**src/rtl/txfmt_pkg.sv**
```systemverilog
package txfmt_pkg;

  typedef enum logic [2:0] {
    KIND_CTRL   = 3'b001,
    KIND_DATA0  = 3'b010,
    KIND_DATA1  = 3'b011,
    KIND_FILL   = 3'b100,
    KIND_TRAIN0 = 3'b101,
    KIND_TRAIN1 = 3'b110
  } frame_kind_e;

  // Idle payload patterns, all with zero disparity for widths divisible by 4.
  function automatic logic [63:0] idle_pattern(input frame_kind_e k, input int w);
    logic [63:0] p;
    p = '0;
    for (int i = 0; i < 64; i++) begin
      if (i < w) begin
        case (k)
          KIND_TRAIN0: p[i] = ((i % 2) == 1);
          KIND_TRAIN1: p[i] = (((i / 2) % 2) == 1);
          default:     p[i] = (i >= (w / 2));
        endcase
      end
    end
    return p;
  endfunction

endpackage

```
**src/rtl/txfmt_select.sv**
```systemverilog
module txfmt_select
  import txfmt_pkg::*;
#(
  parameter int DATA_W = 20
) (
  input  logic                  clk,
  input  logic                  rst_n,
  input  logic                  load,
  input  logic                  dbl_mode,
  input  logic                  dav_n,
  input  logic                  cav_n,
  input  logic                  flag,
  input  logic [1:0]            train_sel,
  input  logic [2*DATA_W-1:0]   din,
  output frame_kind_e           kind,
  output logic [DATA_W-1:0]     payload,
  output logic                  pend
);
  localparam int CTRL_W = DATA_W - 2;
  localparam logic [63:0] FILL_W64 = idle_pattern(KIND_FILL, DATA_W);
  localparam logic [63:0] TR0_W64  = idle_pattern(KIND_TRAIN0, DATA_W);
  localparam logic [63:0] TR1_W64  = idle_pattern(KIND_TRAIN1, DATA_W);

  logic              pend_q;
  logic [DATA_W-1:0] upper_q;

  always_comb begin
    kind    = KIND_FILL;
    payload = FILL_W64[DATA_W-1:0];
    if (pend_q) begin
      kind    = KIND_DATA1;
      payload = upper_q;
    end else if (!cav_n) begin
      kind    = KIND_CTRL;
      payload = {{(DATA_W-CTRL_W){1'b0}}, din[CTRL_W-1:0]};
    end else if (!dav_n) begin
      kind    = (!dbl_mode && flag) ? KIND_DATA1 : KIND_DATA0;
      payload = din[DATA_W-1:0];
    end else begin
      case (train_sel)
        2'b00: begin
          kind    = KIND_FILL;
          payload = FILL_W64[DATA_W-1:0];
        end
        2'b01: begin
          kind    = KIND_TRAIN0;
          payload = TR0_W64[DATA_W-1:0];
        end
        default: begin
          kind    = KIND_TRAIN1;
          payload = TR1_W64[DATA_W-1:0];
        end
      endcase
    end
  end

  always_ff @(posedge clk) begin
    if (!rst_n) begin
      pend_q  <= 1'b0;
      upper_q <= '0;
    end else if (load) begin
      if (pend_q) begin
        pend_q <= 1'b0;
      end else if (cav_n && !dav_n && dbl_mode) begin
        pend_q  <= 1'b1;
        upper_q <= din[2*DATA_W-1:DATA_W];
      end
    end
  end

  assign pend = pend_q;

endmodule

```
**src/rtl/txfmt_balance.sv**
```systemverilog
module txfmt_balance #(
  parameter int DATA_W = 20,
  parameter int RD_W   = $clog2(DATA_W + 1) + 2
) (
  input  logic                    clk,
  input  logic                    rst_n,
  input  logic                    load,
  input  logic [DATA_W-1:0]       raw,
  output logic                    inv,
  output logic [DATA_W-1:0]       line_bits,
  output logic signed [RD_W-1:0]  run_disp
);
  localparam int CNT_W = RD_W - 2;

  logic [CNT_W-1:0]       ones;
  logic signed [RD_W-1:0] disp;
  logic signed [RD_W-1:0] run_q;

  always_comb begin
    ones = '0;
    for (int i = 0; i < DATA_W; i++) begin
      ones = ones + CNT_W'(raw[i]);
    end
  end

  assign disp = $signed({1'b0, ones, 1'b0}) - $signed(RD_W'(DATA_W));

  // Invert only when the frame would push the running total further out.
  assign inv = (disp != '0) && (run_q != '0) && (disp[RD_W-1] == run_q[RD_W-1]);
  assign line_bits = inv ? ~raw : raw;

  always_ff @(posedge clk) begin
    if (!rst_n) begin
      run_q <= '0;
    end else if (load) begin
      run_q <= inv ? (run_q - disp) : (run_q + disp);
    end
  end

  assign run_disp = run_q;

endmodule

```
**src/rtl/txfmt_shift.sv**
```systemverilog
module txfmt_shift #(
  parameter int                 FRAME_W     = 24,
  parameter logic [FRAME_W-1:0] RESET_FRAME = '0,
  parameter int                 IDX_W       = $clog2(FRAME_W)
) (
  input  logic               clk,
  input  logic               rst_n,
  input  logic               bit_en,
  input  logic [FRAME_W-1:0] next_frame,
  output logic               sout,
  output logic               last,
  output logic [IDX_W-1:0]   bit_idx,
  output logic [FRAME_W-1:0] cur_frame
);
  logic [FRAME_W-1:0] sh_q;
  logic [IDX_W-1:0]   idx_q;

  assign last = (idx_q == IDX_W'(FRAME_W - 1));

  always_ff @(posedge clk) begin
    if (!rst_n) begin
      sh_q  <= RESET_FRAME;
      idx_q <= '0;
    end else if (bit_en) begin
      if (last) begin
        sh_q  <= next_frame;
        idx_q <= '0;
      end else begin
        sh_q  <= {sh_q[FRAME_W-2:0], 1'b0};
        idx_q <= idx_q + 1'b1;
      end
    end
  end

  assign sout      = rst_n & sh_q[FRAME_W-1];
  assign bit_idx   = idx_q;
  assign cur_frame = sh_q;

endmodule

```
**src/rtl/txfmt_top.sv**
```systemverilog
module txfmt_top
  import txfmt_pkg::*;
#(
  parameter int DATA_W = 20
) (
  input  logic                clk,
  input  logic                rst_n,
  input  logic                bit_en,
  input  logic                dbl_mode,
  input  logic [1:0]          train_sel,
  input  logic                dav_n,
  input  logic                cav_n,
  input  logic                flag,
  input  logic [2*DATA_W-1:0] din,
  output logic                frm_ready,
  output logic                sout
);
  localparam int FRAME_W = DATA_W + 4;
  localparam int IDX_W   = $clog2(FRAME_W);
  localparam int RD_W    = $clog2(DATA_W + 1) + 2;
  localparam logic [63:0] TR0_W64 = idle_pattern(KIND_TRAIN0, DATA_W);
  localparam logic [FRAME_W-1:0] RESET_FRAME = {1'b0, KIND_TRAIN0, TR0_W64[DATA_W-1:0]};

  generate
    if ((DATA_W % 4) != 0 || DATA_W < 8 || DATA_W > 60) begin : g_bad_width
      $error("txfmt_top: DATA_W must be a multiple of 4 between 8 and 60");
    end
  endgenerate

  frame_kind_e            kind;
  logic [DATA_W-1:0]      payload;
  logic [DATA_W-1:0]      line_bits;
  logic                   inv;
  logic                   pend;
  logic                   last;
  logic                   load;
  logic [IDX_W-1:0]       bit_idx;
  logic [FRAME_W-1:0]     cur_frame;
  logic [FRAME_W-1:0]     next_frame;
  logic signed [RD_W-1:0] run_disp;

  assign load       = rst_n & bit_en & last;
  assign frm_ready  = rst_n & last & ~pend;
  assign next_frame = {inv, kind, line_bits};

  txfmt_select #(.DATA_W(DATA_W)) sel_i (
    .clk       (clk),
    .rst_n     (rst_n),
    .load      (load),
    .dbl_mode  (dbl_mode),
    .dav_n     (dav_n),
    .cav_n     (cav_n),
    .flag      (flag),
    .train_sel (train_sel),
    .din       (din),
    .kind      (kind),
    .payload   (payload),
    .pend      (pend)
  );

  txfmt_balance #(.DATA_W(DATA_W), .RD_W(RD_W)) bal_i (
    .clk       (clk),
    .rst_n     (rst_n),
    .load      (load),
    .raw       (payload),
    .inv       (inv),
    .line_bits (line_bits),
    .run_disp  (run_disp)
  );

  txfmt_shift #(.FRAME_W(FRAME_W), .RESET_FRAME(RESET_FRAME), .IDX_W(IDX_W)) shf_i (
    .clk        (clk),
    .rst_n      (rst_n),
    .bit_en     (bit_en),
    .next_frame (next_frame),
    .sout       (sout),
    .last       (last),
    .bit_idx    (bit_idx),
    .cur_frame  (cur_frame)
  );

endmodule

```
**config.mk**
```make
export PLATFORM = sky130hd
export DESIGN_NAME = txfmt_top
export DESIGN_NICKNAME = d
export VERILOG_FILES = /design/src/rtl/txfmt_pkg.sv /design/src/rtl/txfmt_select.sv /design/src/rtl/txfmt_balance.sv /design/src/rtl/txfmt_shift.sv /design/src/rtl/txfmt_top.sv
export SDC_FILE = /design/constraint.sdc
export NUM_CORES = 1
export LEC_CHECK = 0
export ABC_AREA = 1
export BUFFER_PORTS_ARGS = -buffer_cell sky130_fd_sc_hd__buf_2
export CORE_UTILIZATION = 54
export DETAILED_ROUTE_END_ITERATION = 12
export PLACE_DENSITY = 0.8
export SETUP_SLACK_MARGIN = 0.2
export SLEW_MARGIN = 15
export SYNTH_ARGS = -nofsm -noshare
export SYNTH_HDL_FRONTEND = slang
export SYNTH_HIERARCHICAL = 1
export SYNTH_SLANG_ARGS = --single-unit
```
**constraint.sdc**
```tcl
create_clock -name clk -period 6.6 [get_ports clk]
set_clock_uncertainty 0.15 [all_clocks]
set_input_delay 0.33 -clock clk [delete_from_list [all_inputs] [get_ports clk]]
set_output_delay 0.33 -clock clk [all_outputs]
set_load 0.01 [all_outputs]
```
==> flow_summary.json, run 1 <==
{
  "result_of_the_run": "complete, no violations",
  "hold_path.class": "input pin to flip-flop",
  "synth_warnings": 6,
  "critPathRequiredTime_ns": 6.67,
  "clock_sinks": 56,
  "fin_crit_sh": 0.991,
  "clock_power_share": 0.067,
  "net_switching_share_of_the_total_power": 0.481,
  "drive_gt1_frac": 0.216,
  "setup_viol": 0,
  "num_antenna_cells": 0,
  "cts.htree.levels": 2,
  "cp_max_fo": 4,
  "beginning_of_the_worst_register_to_register_path": "sel_i/pend",
  "intPower_uw": 1530,
  "routed_wl_um": 10300,
  "hold_viol": 0,
  "port_buffers": 50,
  "post_synth_instance_area_sq_um": 4380,
  "whs_path_depth": 5,
  "wire_per_inst_um": 12.4,
  "post_cts_hold_buffer_count": 0,
  "worst_r2r_path_depth": 39,
  "post_synth_inst_count": 651,
  "nets": 805,
  "detailedRoute.firstPassIterationCount": 5,
  "timing.critical_path.max_delay_family": "adder cells",
  "first_global_vias": 3862,
  "max_slew_margin": 0.466,
  "synthesis.area_per_instance_sq_um": 6.72,
  "hold_path_startpoint": "din[20]",
  "boundaryPins": 51,
  "die-area_sq_um": 8470,
  "critPathArrivalTime_ns": 6.61,
  "flow.area_growth_from_synthesis_pct": 16.0,
  "fmax_ghz": 0.153,
  "insertion_delay_ns": 0.32,
  "cellPowerDensity_nw_per_um2": 580,
  "maxCapViolations": 0,
  "chipHeight_um": 92.0,
  "netSwitchingPower_uw": 1420,
  "tightest_slew_ns": 0.799,
  "synth_fp_nets": 731,
  "layout_commonest_cell": "sky130_fd_sc_hd__nand2_1",
  "die_width_um": 92.0,
  "cp-start-kind": "flip-flop",
  "grt_pass1_wl_um": 16900,
  "initial_antenna_violation_count": 0,
  "cts_buffers": 5,
  "max_incr_delay_on_cp_ns": 0.61,
  "core.rowCount": 32,
  "first_iter_violations": 160,
  "antenna_left": 0,
  "crit-reg2reg-capture": "bal_i/run_disp[6]",
  "cts_root_buf": "sky130_fd_sc_hd__clkbuf_8",
  "grt_util_all_layers": 0.247,
  "power_uw": 2940,
  "cp_common_cell": "sky130_fd_sc_hd__nand2_1",
  "filler_cells": 681,
  "multi_input_combinational_cell_area_sq_um": 2650,
  "post_dp_cell_area_sq_um": 4800,
  "power_frac_seq": 0.121,
  "num_vias": 4138,
  "min_period_ns": 6.54,
  "initial_core_util": 0.564,
  "cellLeakagePower_uw": 0.00274,
  "min_to": "sel_i/upper_q[0]",
  "grt_remaining_overflow": 0,
  "cts_max_path_buffers": 2,
  "place_hpwl_um": 7440,
  "avgViaCountPerCell": 5.00,
  "timing_max_transition_violations_final": 0,
  "slowest_stage": "sky130_fd_sc_hd__fa_2",
  "remaining_drc_errors": 0,
  "end_kind": "flip-flop",
  "ir_worst_vdd_uv": 678,
  "worst-setup-path-type": "flip-flop to flip-flop",
  "p_comb_frac": 0.812,
  "clkSlewWorstSetupHoldPaths_ns": 0.11,
  "rsz0062_at_grt": "yes",
  "layout.cell_area.non_filler_sq_um": 5080,
  "clock_tree_from_tritoncts": "built",
  "ff_latch_area_sq_um": 1120,
  "r2r_setup_slack_ns": 0.06,
  "holdWs_ns": 0.139,
  "coreArea_sq_um": 7770,
  "globalplace.congestion": 0.877,
  "timing.critical_path.buf_inv": 8,
  "tns_ns": 0,
  "final_util": 0.654,
  "most-common-layout-cells": "sky130_fd_sc_hd__nand2_1 (152), sky130_fd_sc_hd__inv_1 (119), sky130_fd_sc_hd__nor2_1 (79), sky130_fd_sc_hd__dfxtp_1 (55), sky130_fd_sc_hd__buf_2 (51)",
  "grt_start_max_net_pins": 42
}
==> metrics by stage <==
stage / setup slack (ns) / cells
floorplan: 0.209 / 651
global placement: 0.0247 / 805
detailed placement: -0.159 / 805
CTS: 0.127 / 817
global route: -0.319 / 828
finish: 0.0583 / 828
==> cell type report <==
cell class,instances,share of cell area
multi-input combinational,440,0.522
timing repair buffer,91,0.114
inverter,131,0.0993
clock inverter,3,0.00468
clock buffer,5,0.0136
sequential,56,0.221
tap,102,0.0251
==> worst min-delay path, stage by stage <==
cell                      delay, ns
sky130_fd_sc_hd__buf_2         0.09
sky130_fd_sc_hd__inv_1         0.04
sky130_fd_sc_hd__nand2_1       0.04
sky130_fd_sc_hd__nand2_1       0.05
sky130_fd_sc_hd__nor2_1        0.03
==> how the worst max path moves through the flow <==
stage / start / endpoint / slack, ns / cells past startpoint
global route: sel_i/pend / bal_i/run_disp[6] / -0.32 / 36
finish: sel_i/pend / bal_i/run_disp[6] / 0.06 / 39
global placement: cav_n / bal_i/run_disp[6] / 0.02 / 41
detailed placement: cav_n / bal_i/run_disp[6] / -0.16 / 41
CTS: sel_i/pend / bal_i/run_disp[6] / 0.13 / 38
floorplan: sel_i/pend / bal_i/run_disp[6] / 0.21 / 35
==> per-layer routing <==
metal / part of all wire / global-route usage / up-vias
met5: 0 / 0 / -
met3: 0.049 / 0.0299 / 26
li1: - / - / 2097
met4: 0.025 / 0.0794 / 0
met2: 0.48 / 0.434 / 113
met1: 0.44 / 0.313 / 1902
==> what timing repair did <==
| action | 4_1_cts | 5_1_grt |
|---|---|---|
| resized for setup | 10 | 19 |
| gates cloned | 1 | 1 |
| buffers inserted | 3 | 10 |
| setup endpoints to repair | 3 | 4 |
| pin swaps | 8 | 4 |
==> state kept, by name, indices dropped and copies added (netlist names) <==
signal / flops
bal_i/run_disp: 6
sel_i/pend: 1
sel_i/upper_q: 20
shf_i/cur_frame: 24
shf_i/bit_idx: 5
==> power groups by stage <==
stage | combinational (uW) | sequential [uW] | clock, uW
global route | 2670 | 358 | 219
CTS | 2150 | 357 | 204
floorplan | 1570 | 363 | 0
detailed placement | 2090 | 365 | 0
global placement | 1990 | 364 | 0
finish | 2390 | 356 | 197
Power figures use the tool's default switching activity.
==> run 2: changes to the inputs <==
Settings changed: PLACE_DENSITY 0.8 to 0.86.
==> run 2 against run 1 <==
The run now ends with setup timing left. First-iteration DRC count grew 73%. Sequential power about the same. Clock-buffer cell count stayed put. Largest power group unchanged. Clock power grew 4%. Routed wire length increased by 5.9%. Register-to-register slack lost 0.16 ns. Sequential share of layout area grew 0.066 points. Die area did not move.
==> flow_summary.json, run 2 (same netlist as run 1, synthesis figures left out) <==
{
  "fin_crit_sh": 1.02,
  "first_global_vias": 3969,
  "timing_max_transition_violations_final": 0,
  "maxCapViolations": 0,
  "power_uw": 3290,
  "worst-setup-path-type": "flip-flop to flip-flop",
  "port_buffers": 50,
  "drive_gt1_frac": 0.215,
  "clock_sinks": 56,
  "die-area_sq_um": 8470,
  "min_period_ns": 6.70,
  "nets": 800,
  "cts_max_path_buffers": 2,
  "cp_max_fo": 11,
  "hold_path.class": "input pin to flip-flop",
  "result_of_the_run": "finished, violations left",
  "cellPowerDensity_nw_per_um2": 649,
  "avgViaCountPerCell": 5.17,
  "violations": "setup timing",
  "chipHeight_um": 92.0,
  "remaining_drc_errors": 0,
  "postLayoutSetupSlackWorst_ns": -0.101,
  "grt_util_all_layers": 0.257,
  "globalplace.congestion": 0.937,
  "worst_r2r_path_depth": 38,
  "die_width_um": 92.0,
  "post_cts_hold_buffer_count": 0,
  "cts_buffers": 5,
  "antenna_left": 0,
  "netSwitchingPower_uw": 1580,
  "most-common-layout-cells": "sky130_fd_sc_hd__nand2_1 (152), sky130_fd_sc_hd__inv_1 (120), sky130_fd_sc_hd__nor2_1 (77), sky130_fd_sc_hd__dfxtp_1 (55), sky130_fd_sc_hd__buf_2 (50)",
  "critPathArrivalTime_ns": 6.78,
  "hold_path_startpoint": "din[39]",
  "rsz0062_at_grt": "yes",
  "place_hpwl_um": 7420,
  "largest_register_ffs": 24,
  "layout.cell_area.non_filler_sq_um": 5060,
  "setup_viol": 1,
  "routed_wl_um": 10900,
  "ir_worst_vdd_uv": 698,
  "cp_common_cell": "sky130_fd_sc_hd__nand2_1",
  "first_iter_violations": 277,
  "detailedRoute.firstPassIterationCount": 5,
  "grt_pass1_wl_um": 17700,
  "cts_root_buf": "sky130_fd_sc_hd__clkbuf_8",
  "clock_tree_from_tritoncts": "built",
  "power_frac_seq": 0.108,
  "critPathLaunch": "sel_i/pend",
  "post_dp_cell_area_sq_um": 4770,
  "layout_commonest_cell": "sky130_fd_sc_hd__nand2_1",
  "num_vias": 4257,
  "grt_remaining_overflow": 0,
  "p_comb_frac": 0.830,
  "clkSlewWorstSetupHoldPaths_ns": 0.11,
  "cellLeakagePower_uw": 0.00273,
  "tns_ns": -0.101,
  "boundaryPins": 51,
  "slowest_stage": "sky130_fd_sc_hd__fa_2",
  "grt_start_max_net_pins": 42,
  "crit-reg2reg-capture": "bal_i/run_disp[6]",
  "cp-start-kind": "flip-flop",
  "cts.htree.levels": 2,
  "fmax_ghz": 0.149,
  "clock_power_share": 0.062,
  "hold_viol": 0,
  "num_antenna_cells": 0,
  "intPower_uw": 1710,
  "max_incr_delay_on_cp_ns": 0.61,
  "core.rowCount": 32,
  "initial_antenna_violation_count": 0,
  "net_switching_share_of_the_total_power": 0.480,
  "max_slew_margin": 0.447,
  "initial_core_util": 0.564,
  "insertion_delay_ns": 0.33,
  "coreArea_sq_um": 7770,
  "tightest_slew_ns": 0.828,
  "min_to": "sel_i/upper_q[19]",
  "r2r_setup_slack_ns": -0.10,
  "whs_path_depth": 5,
  "critPathRequiredTime_ns": 6.68,
  "beginning_of_the_worst_register_to_register_path": "sel_i/pend",
  "wire_per_inst_um": 13.2,
  "flow.area_growth_from_synthesis_pct": 15.7,
  "end_kind": "flip-flop"
}
## run 2: cell count changes in the layout (fill, tap and decap cells not counted), moves of 2 or more
cell,previous run,this run
sky130_fd_sc_hd__buf_4,38,34
sky130_fd_sc_hd__inv_8,0,2
sky130_fd_sc_hd__nor2_1,79,77
sky130_fd_sc_hd__nor2_2,0,2
sky130_fd_sc_hd__o21ai_1,9,7
## run 2: cell type report
cell class                 instances  area (sq um)
timing repair buffer              86           546
fill                             641          2700
clock buffer                       5          68.8
clock inverter                     3          27.5
sequential                        56          1120
multi-input combinational        440          2670
inverter                         131           499
tap                              102           128
## run 2: timing repair
item | in CTS | in global routing
gates cloned | 0 | 1
endpoints found under the setup margin | 4 | 5
pin swaps | 14 | 11
resized for setup | 14 | 15
buffers inserted | 11 | 2
## run 2: worst max path at each step
stage                             end  slack [ns]  cells after the start
CTS                 bal_i/run_disp[6]        0.12                     38
global route        bal_i/run_disp[6]       -0.36                     38
finish              bal_i/run_disp[6]       -0.10                     38
detailed placement  bal_i/run_disp[6]       -0.17                     40
floorplan           bal_i/run_disp[6]        0.21                     35
global placement    bal_i/run_disp[6]        0.01                     41
## run 2: per-layer routing
metal,vias to the layer above,track usage,share of wire
met4,0,0.109,0.033
met3,46,0.0340,0.066
met1,1937,0.329,0.43
met2,193,0.433,0.48
li1,2081,-,-
met5,-,0,0
## run 2: worst max-delay path, delay by kind of cell, from the launching register on
kind | cells | cell delay (ns)
buffers and inverters | 9 | 0.70
AOI/OAI and AO/OA | 2 | 0.25
DFF | 1 | 0.41
adders and majority gates | 9 | 3.65
and+or+nand+nor | 18 | 1.45
## run 2: power by group through the flow
| stage | Combinational (uW) | Clock (uW) | Sequential [uW] |
|---|---|---|---|
| after floorplan | 1570 | 0 | 363 |
| after global placement | 2020 | 0 | 364 |
| after detailed placement | 2120 | 0 | 364 |
| after CTS | 2420 | 207 | 356 |
| after global routing | 2980 | 221 | 358 |
| final | 2730 | 204 | 356 |
## run 2: metrics by stage
step                hold WS, ns  worst slack [ns]  cells  utilization
CTS                       0.141             0.124    820        0.642
global placement          0.301            0.0102    801        0.614
global route              0.155            -0.359    823        0.652
floorplan                 0.291             0.209    651            -
detailed placement        0.312            -0.171    801        0.614
finish                    0.136            -0.101    823        0.652
==> run 3: changes to the inputs <==
Settings changed: CORE_UTILIZATION 54 to 61, PLACE_DENSITY 0.86 to 0.91.
Clock period 6.6 ns to 8 ns, I/O delays scaled along.
==> run 3 against run 2 <==
The flow now finishes without violations. Sequential power fell by 17%. Worst hold slack improved by 0.075 ns. Critical path depth did not move. Via count fell by 5.6%. Power fell by 40%. Clock power fell by 4%. Utilization rose by 2.9 points. Maximum frequency fell by 7.6%. Setup slack improved by 0.84 ns. Combinational power fell by 46%. Register-to-register slack improved by 0.84 ns. Largest power group unchanged.
==> flow_summary.json, run 3 (same netlist as run 1, synthesis figures left out) <==
{
  "filler_cells": 568,
  "clock_sinks": 56,
  "grt_remaining_overflow": 0,
  "cellPowerDensity_nw_per_um2": 422,
  "slowest_stage": "sky130_fd_sc_hd__dfxtp_2",
  "r2r_setup_slack_ns": 0.74,
  "crit-reg2reg-capture": "bal_i/run_disp[6]",
  "remaining_drc_errors": 0,
  "place_hpwl_um": 7210,
  "grt_util_all_layers": 0.275,
  "globalplace.congestion": 0.947,
  "grt_start_max_net_pins": 42,
  "drive_gt1_frac": 0.140,
  "largest_register_ffs": 24,
  "antenna_left": 0,
  "cp-start-kind": "flip-flop",
  "insertion_delay_ns": 0.32,
  "core.rowCount": 30,
  "timing_max_transition_violations_final": 0,
  "worst_r2r_path_depth": 38,
  "avgViaCountPerCell": 5.14,
  "post_cts_hold_buffer_count": 0,
  "most-common-layout-cells": "sky130_fd_sc_hd__nand2_1 (156), sky130_fd_sc_hd__inv_1 (127), sky130_fd_sc_hd__nor2_1 (79), sky130_fd_sc_hd__dfxtp_1 (55), sky130_fd_sc_hd__buf_2 (50)",
  "port_buffers": 50,
  "cellLeakagePower_uw": 0.00255,
  "first_iter_violations": 284,
  "rsz0062_at_grt": "no",
  "boundaryPins": 51,
  "hold_viol": 0,
  "placement.setup.worst_slack_ns": 0.498,
  "cts_buffers": 5,
  "nets": 765,
  "result_of_the_run": "complete, no violations",
  "worst-setup-path-type": "flip-flop to flip-flop",
  "max_slew_margin": 0.456,
  "cts_max_path_buffers": 2,
  "setup_viol": 0,
  "layout.cell_area.non_filler_sq_um": 4680,
  "fin_crit_sh": 0.907,
  "layout_commonest_cell": "sky130_fd_sc_hd__nand2_1",
  "final_util": 0.681,
  "critPathLaunch": "sel_i/pend",
  "maxCapViolations": 0,
  "clkSlewWorstSetupHoldPaths_ns": 0.11,
  "ff_latch_area_sq_um": 1120,
  "end_kind": "flip-flop",
  "cts_root_buf": "sky130_fd_sc_hd__clkbuf_8",
  "routed_wl_um": 9420,
  "initial_antenna_violation_count": 0,
  "chipHeight_um": 86.7,
  "ir_worst_vdd_uv": 521,
  "max_incr_delay_on_cp_ns": 0.56,
  "crit_end": "bal_i/run_disp[6]",
  "fmax_ghz": 0.138,
  "postLayoutSetupSlackWorst_ns": 0.744,
  "beginning_of_the_worst_register_to_register_path": "sel_i/pend",
  "placed_cells_incl_taps": 774,
  "coreArea_sq_um": 6870,
  "tns_ns": 0,
  "min_period_ns": 7.26,
  "post_dp_cell_area_sq_um": 4560,
  "detailedRoute.firstPassIterationCount": 5,
  "tightest_slew_ns": 0.813,
  "clock_tree_from_tritoncts": "built",
  "layout.cells.non_filler": 782,
  "die-area_sq_um": 7520,
  "initial_core_util": 0.637,
  "cp_max_fo": 21,
  "multi_input_combinational_cell_area_sq_um": 2570,
  "critPathRequiredTime_ns": 8.07,
  "wire_per_inst_um": 12.0,
  "critPathArrivalTime_ns": 7.32,
  "cp_common_cell": "sky130_fd_sc_hd__nand2_1",
  "num_antenna_cells": 0,
  "hold_path.class": "input pin to flip-flop",
  "first_global_vias": 3852,
  "grt_pass1_wl_um": 16400,
  "cts.htree.levels": 2,
  "flow.area_growth_from_synthesis_pct": 6.83,
  "die_width_um": 86.7,
  "num_vias": 4018
}
[run 3: cell count changes in the layout (fill, tap and decap cells not counted), moves of 3 or more]
cell	previous run	this run
sky130_fd_sc_hd__ha_4	3	0
sky130_fd_sc_hd__inv_1	120	127
sky130_fd_sc_hd__nand2_1	152	156
sky130_fd_sc_hd__o21ai_2	3	0
sky130_fd_sc_hd__buf_4	34	1
sky130_fd_sc_hd__o21ai_0	15	19
sky130_fd_sc_hd__inv_2	10	4
sky130_fd_sc_hd__ha_1	12	16
[run 3: cell type report]
type | instances | area share
Clock buffer | 5 | 0.0147
Clock inverter | 3 | 0.00990
Inverter | 131 | 0.105
Multi-Input combinational cell | 440 | 0.549
Sequential cell | 56 | 0.240
Tap cell | 96 | 0.0257
Timing Repair Buffer | 51 | 0.0551
[run 3: routing by layer]
metal	up-vias	wire, um	part of all wire	track usage
li1	2015	-	-	-
met1	1826	4190	0.45	0.339
met2	150	4470	0.47	0.479
met3	27	523	0.056	0.0457
met4	0	227	0.024	0.105
met5	-	0	0	0
[run 3: through the flow]
step                      power [uW]  hold WS (ns)
after floorplan                 1500         0.291
after detailed placement        1760         0.308
after global placement          1680         0.304
after global routing            2180         0.232
after CTS                       1960         0.205
final                           1970         0.211
[run 3: how the worst min path moves through the flow]
stage | slack (ns) | depth (start not counted) | start | endpoint
2_1_floorplan | 0.29 | 2 | shf_i/cur_frame[19] | shf_i/cur_frame[19]
3_3_place_gp | 0.30 | 2 | shf_i/cur_frame[19] | shf_i/cur_frame[19]
3_5_place_dp | 0.31 | 2 | shf_i/cur_frame[22] | shf_i/cur_frame[22]
4_1_cts | 0.21 | 5 | din[39] | sel_i/upper_q[19]
5_1_grt | 0.23 | 5 | din[36] | sel_i/upper_q[16]
6_report | 0.21 | 5 | din[39] | sel_i/upper_q[19]
[run 3: worst max-delay path, delay by kind of cell, from the launching register on]
family,cells,cell delay [ns]
buffers and inverters,9,0.70
DFF,1,0.56
adders and majority gates,9,3.64
AOI/OAI and AO/OA,3,0.60
and+or+nand+nor,17,1.48
[run 3: repair_timing]
action                     4_1_cts  5_1_grt
hold endpoints to repair         0        0
setup buffers                    0        0
setup endpoints to repair        0        1
gates resized for setup          0        1
[run 3: report_power, final]
| group | internal [uW] | switching (uW) | leakage (uW) |
|---|---|---|---|
| Combinational | 593 | 892 | 0.00204 |
| Clock | 94.5 | 100 | 0.0000548 |
| Sequential | 290 | 4.49 | 0.000459 |
| Total | 977 | 996 | 0.00255 |
